### src/rtl/pwm3_pkg.sv
package pwm3_pkg;
   // width of a select field able to address n channels
   function automatic int sel_width(input int n);
      return (n > 1) ? $clog2(n) : 1;
   endfunction
endpackage

### src/rtl/pwm_counter.sv
module pwm_counter #(
   parameter int W = 8
) (
   input  logic         clk,
   input  logic         rst_n,
   input  logic         tick,
   output logic [W-1:0] cnt_q,
   output logic [W-1:0] cnt_d,
   output logic         wrap
);
   localparam logic [W-1:0] TOP = {W{1'b1}};

   assign wrap  = tick && (cnt_q == TOP);
   assign cnt_d = tick ? cnt_q + 1'b1 : cnt_q;

   always_ff @(posedge clk or negedge rst_n) begin
      if (!rst_n) cnt_q <= '0;
      else        cnt_q <= cnt_d;
   end
endmodule

### src/rtl/pwm_channel.sv
module pwm_channel #(
   parameter int W      = 8,
   parameter bit SHADOW = 1'b1
) (
   input  logic         clk,
   input  logic         rst_n,
   input  logic         wr,
   input  logic [W-1:0] wr_data,
   input  logic         load,
   input  logic         ch_en,
   input  logic [W-1:0] cnt_d,
   output logic [W-1:0] act_q,
   output logic         out_q
);
   logic [W-1:0] act_d;

   if (SHADOW) begin : g_buffered
      logic [W-1:0] hold_q;
      always_ff @(posedge clk or negedge rst_n) begin
         if (!rst_n)  hold_q <= '0;
         else if (wr) hold_q <= wr_data;
      end
      // a write in the reload cycle bypasses the holding register
      always_comb begin
         act_d = act_q;
         if (load) act_d = wr ? wr_data : hold_q;
      end
   end else begin : g_direct
      always_comb act_d = wr ? wr_data : act_q;
   end

   always_ff @(posedge clk or negedge rst_n) begin
      if (!rst_n) begin
         act_q <= '0;
         out_q <= 1'b0;
      end else begin
         act_q <= act_d;
         out_q <= ch_en && (cnt_d <= act_d);
      end
   end
endmodule

### src/rtl/pwm3_fast.sv
module pwm3_fast #(
   parameter int CNT_W  = 8,
   parameter int NUM_CH = 3,
   parameter bit SHADOW = 1'b1,
   localparam int SEL_W = pwm3_pkg::sel_width(NUM_CH)
) (
   input  logic              clk,
   input  logic              rst_n,
   input  logic              tick_en,
   input  logic              wr_en,
   input  logic [SEL_W-1:0]  wr_sel,
   input  logic [CNT_W-1:0]  wr_data,
   input  logic [NUM_CH-1:0] ch_enable,
   output logic [NUM_CH-1:0] pwm_out
);
   if (CNT_W < 2 || CNT_W > 16) begin : g_bad_width
      $error("pwm3_fast: CNT_W must lie in 2..16");
   end
   if (NUM_CH < 1 || NUM_CH > 16) begin : g_bad_count
      $error("pwm3_fast: NUM_CH must lie in 1..16");
   end

   logic [CNT_W-1:0]        cnt_q;
   logic [CNT_W-1:0]        cnt_d;
   logic                    wrap;
   logic [NUM_CH*CNT_W-1:0] act_flat;

   pwm_counter #(.W(CNT_W)) u_cnt (
      .clk   (clk),
      .rst_n (rst_n),
      .tick  (tick_en),
      .cnt_q (cnt_q),
      .cnt_d (cnt_d),
      .wrap  (wrap)
   );

   for (genvar i = 0; i < NUM_CH; i++) begin : g_ch
      logic hit;
      assign hit = wr_en && (int'(wr_sel) == i);
      pwm_channel #(.W(CNT_W), .SHADOW(SHADOW)) u_ch (
         .clk     (clk),
         .rst_n   (rst_n),
         .wr      (hit),
         .wr_data (wr_data),
         .load    (wrap),
         .ch_en   (ch_enable[i]),
         .cnt_d   (cnt_d),
         .act_q   (act_flat[i*CNT_W +: CNT_W]),
         .out_q   (pwm_out[i])
      );
   end
endmodule

### config.mk
export PLATFORM = sky130hd
export DESIGN_NAME = pwm3_fast
export DESIGN_NICKNAME = d
export VERILOG_FILES = /design/src/rtl/pwm3_pkg.sv /design/src/rtl/pwm_counter.sv /design/src/rtl/pwm_channel.sv /design/src/rtl/pwm3_fast.sv
export SDC_FILE = /design/constraint.sdc
export NUM_CORES = 1
export LEC_CHECK = 0
export BUFFER_PORTS_ARGS = -buffer_cell sky130_fd_sc_hd__buf_2
export CAP_MARGIN = 20
export CORE_MARGIN = 1
export CORE_UTILIZATION = 60
export DETAILED_ROUTE_END_ITERATION = 16
export PLACE_DENSITY = 0.91
export SYNTH_ARGS = -nofsm -noshare
export SYNTH_HDL_FRONTEND = slang
export SYNTH_HIERARCHICAL = 1
export SYNTH_SLANG_ARGS = --single-unit
### constraint.sdc
create_clock -name clk -period 3.7 [get_ports clk]
set_input_delay 0.925 -clock clk [delete_from_list [all_inputs] [get_ports clk]]
set_output_delay 0.925 -clock clk [all_outputs]
set_load 0.005 [all_outputs]
==> flow_metrics.env <==
export IMPL_end_kind="flop"
export IMPL_clkPwrFrac=0.318
export IMPL_ys_seq_area_frac=0.505
export IMPL_cts_buffer_depth=2
export IMPL_cp_required_ns=3.91
export IMPL_overflow=0
export IMPL_drt_total_wl_um=5620
export IMPL_fmax_mhz=345
export IMPL_ctsHoldBuffers=0
export IMPL_hold_viol=0
export IMPL_timing_setup_tns_ns=0
export IMPL_setup_ws_ns=0.804
export IMPL_cts_setup_buffers=0
export IMPL_ys_flop_type="dfrtp_1"
export IMPL_drive_gt1_frac=0.169
export IMPL_clock_root_buffer="clkbuf_8"
export IMPL_slew_headroom=0.463
export IMPL_n_antenna_cell=0
export IMPL_reg2reg_slack_ns=0.94
export IMPL_yosys_cell_count_top_type="dfrtp_1"
export IMPL_grt_max_degree=46
export IMPL_grt_pass1_wl_um=9420
export IMPL_netlist_area_mm2=0.00292
export IMPL_start_util=0.623
export IMPL_wl_met1_um=2540
export IMPL_met2_length_um=2700
export IMPL_r2r_end="g_ch[0].u_ch/out_q"
export IMPL_drt_iter0_drc=104
export IMPL_antenna_found_initial=0
export IMPL_worstPathArrival_ns=3.11
export IMPL_synth_top_area_share=0.505
export IMPL_finalWorstPathRequiredPeriod_ns=2.90
export IMPL_grt_pass1_vias=2028
export IMPL_numCtsBuffers=9
export IMPL_critPathMaxFanout=45
export IMPL_postRouteAntennaNets=0
export IMPL_dieArea_mm2=0.00516
export IMPL_core_mm2=0.00469
export IMPL_area_growth_syn_to_layout_pct=13.4
export IMPL_max_vdd_ir_drop_v=0.000411
export IMPL_hp_class="flop to flop"
export IMPL_powerDensity_mw_per_mm2=625
export IMPL_post_cts_resized=0
export IMPL_ys_top_cells_by_count="59 x dfrtp_1, 49 x inv_1, 26 x nor2_1"
export IMPL_reg2reg_from="u_cnt/cnt_q[0]"
export IMPL_tightest_slew_ns=0.805
export IMPL_final_area_mm2=0.00331
export IMPL_grt_usage=0.252
export IMPL_worst_setup_path_start_kind="input pin"
export IMPL_synthDistinctLibCells=27
export IMPL_place_congestion=0.774
export IMPL_slew_violations=0
export IMPL_synth_area_leaders="dfrtp_1 50%, ha_1 11%, mux2i_1 7.2%"
export IMPL_synth_seq_cells=59
export IMPL_num_nets_final=333
export IMPL_die_x_um=71.8
export IMPL_synth_area_leader_cell="dfrtp_1"
export IMPL_grt_setup_unrepaired="no"
export IMPL_avgRoutedWirePerCell_um=16.0
export IMPL_drt_vias_per_instance=5.57
export IMPL_clkSinkCount=59
export IMPL_p_total_w=0.00207
export IMPL_synth_async_reset_ratio=1.00
export IMPL_cap_violations=0
export IMPL_crit_type="input pin to flop"
export IMPL_hpwl_um=4150
export IMPL_setup_worst_path_end="g_ch[0].u_ch/out_q"
export IMPL_h_tree_depth=3
export IMPL_synth_enable_flop_cells=0
export IMPL_highest_layer="met4"
export IMPL_min_from="g_ch[2].u_ch/g_buffered.hold_q[3]"
export IMPL_dp_slack_ns=0.592
export IMPL_cts_tree="built"
export IMPL_reg2reg_depth=11
export IMPL_placementRows=25
export IMPL_io_pins=20
export IMPL_setup_violations=0
export IMPL_syn_area_per_cell_um2=11.2
export IMPL_cts_clk_slew_worst_paths_ns=0.07
export IMPL_drc=0
export IMPL_dieHeight_um=71.8
export IMPL_fin_crit_sh=0.783
export IMPL_seqPwrFrac=0.390
export IMPL_finClkSkew_ns=0.00571
export IMPL_power_leakage_nw=1.83
export IMPL_switchingPower_w=0.000657
export IMPL_vias=1951
export IMPL_crit_start="tick_en"
export IMPL_comb_power_share=0.293
export IMPL_status="complete, no violations"
export IMPL_synth_cells=262
export IMPL_met3WireLength_um=258
export IMPL_syn_num_nets=304
export IMPL_port_buffers=19
export IMPL_firstDrtPassIters=4
export IMPL_internal_power_w=0.00142
export IMPL_insertion_delay_ns=0.34
export IMPL_place_area_mm2=0.00309
export IMPL_yosysWarnings=6
export IMPL_swShare=0.317
==> worst min path at each step <==
stage | end | slack, ns | cells past startpoint
2_1_floorplan | g_ch[0].u_ch/g_buffered.hold_q[1] | 0.45 | 2
3_3_place_gp | g_ch[0].u_ch/g_buffered.hold_q[1] | 0.46 | 2
3_5_place_dp | g_ch[2].u_ch/g_buffered.hold_q[3] | 0.46 | 2
4_1_cts | g_ch[2].u_ch/g_buffered.hold_q[3] | 0.48 | 2
5_1_grt | g_ch[2].u_ch/g_buffered.hold_q[3] | 0.50 | 2
6_report | g_ch[2].u_ch/g_buffered.hold_q[3] | 0.48 | 2
==> per-stage QoR <==
step	util	instances	hold WS, ns
2_1_floorplan	-	262	0.447
3_3_place_gp	0.658	334	0.461
3_5_place_dp	0.658	334	0.465
4_1_cts	0.706	350	0.482
5_1_grt	0.706	350	0.497
6_report	0.706	350	0.480
==> layer usage <==
| metal | vias up | track usage |
|---|---|---|
| met4 | 0 | 0.109 |
| met3 | 13 | 0.0745 |
| met2 | 49 | 0.400 |
| met1 | 953 | 0.325 |
| met5 | - | 0 |
| li1 | 936 | - |
==> layout by cell type, fill, tap and decap left out, types with 2 or more instances in the layout <==
cell       count
dfrtp_1       59
inv_1         49
nor2_1        26
ha_1          25
mux2i_1       21
a21o_1        21
buf_2         19
clkbuf_8      11
nand4_1        7
mux2_4         6
a21oi_1        6
buf_4          4
xnor2_1        4
clkinv_2       3
a211oi_1       3
o21ai_0        3
nor2b_1        3
o211ai_1       3
or3_1          3
o41ai_1        3
xor2_1         3
and3b_1        2
bufinv_16      2
nand3_1        2
nand2_1        2
==> registers in the layout (all words and copies together), names as in the netlist <==
register	count
g_ch.u_ch/g_buffered.hold_q	24
u_cnt/cnt_q	8
g_ch.u_ch/act_q	24
g_ch.u_ch/out_q	3
==> power by group through the flow <==
stage | Combinational [W] | Sequential [W] | Clock [W]
floorplan | 0.000418 | 0.000805 | 0
global placement | 0.000542 | 0.000811 | 0
detailed placement | 0.000592 | 0.000817 | 0
CTS | 0.000603 | 0.000808 | 0.000674
global route | 0.000684 | 0.000817 | 0.000699
finish | 0.000606 | 0.000807 | 0.000659
==> cell type report <==
class | instances | area, um2
Fill cell | 343 | 1380
Multi-Input combinational cell | 148 | 1210
Tap cell | 54 | 67.6
Timing Repair Buffer | 24 | 145
Sequential cell | 59 | 1480
Clock buffer | 11 | 151
Clock inverter | 5 | 75.1
Inverter | 49 | 184
==> cells by family (layout without fill, tap and decap cells) <==
family                     after synthesis  in the layout  synth area share
muxes                                   28             28             0.107
DFF                                     59             59             0.505
buffers and inverters                   55             89            0.0796
xor gates and xnor gates                 7              7            0.0210
and+or+nand+nor                         49             49            0.0873
AOI/OAI and AO/OA                       39             39            0.0937
adders and majority gates               25             25             0.107
==> worst max-delay path: stages <==
cell and delay, ns:
buf_2 0.16, nand3_1 0.10, nor2_1 0.17, and3_1 0.22, buf_12 0.23, nor2_1 0.08
a21o_1 0.18, ha_1 0.31, a211oi_1 0.25, nor2_1 0.09, o41ai_1 0.38
Power figures use the tool's default switching activity.
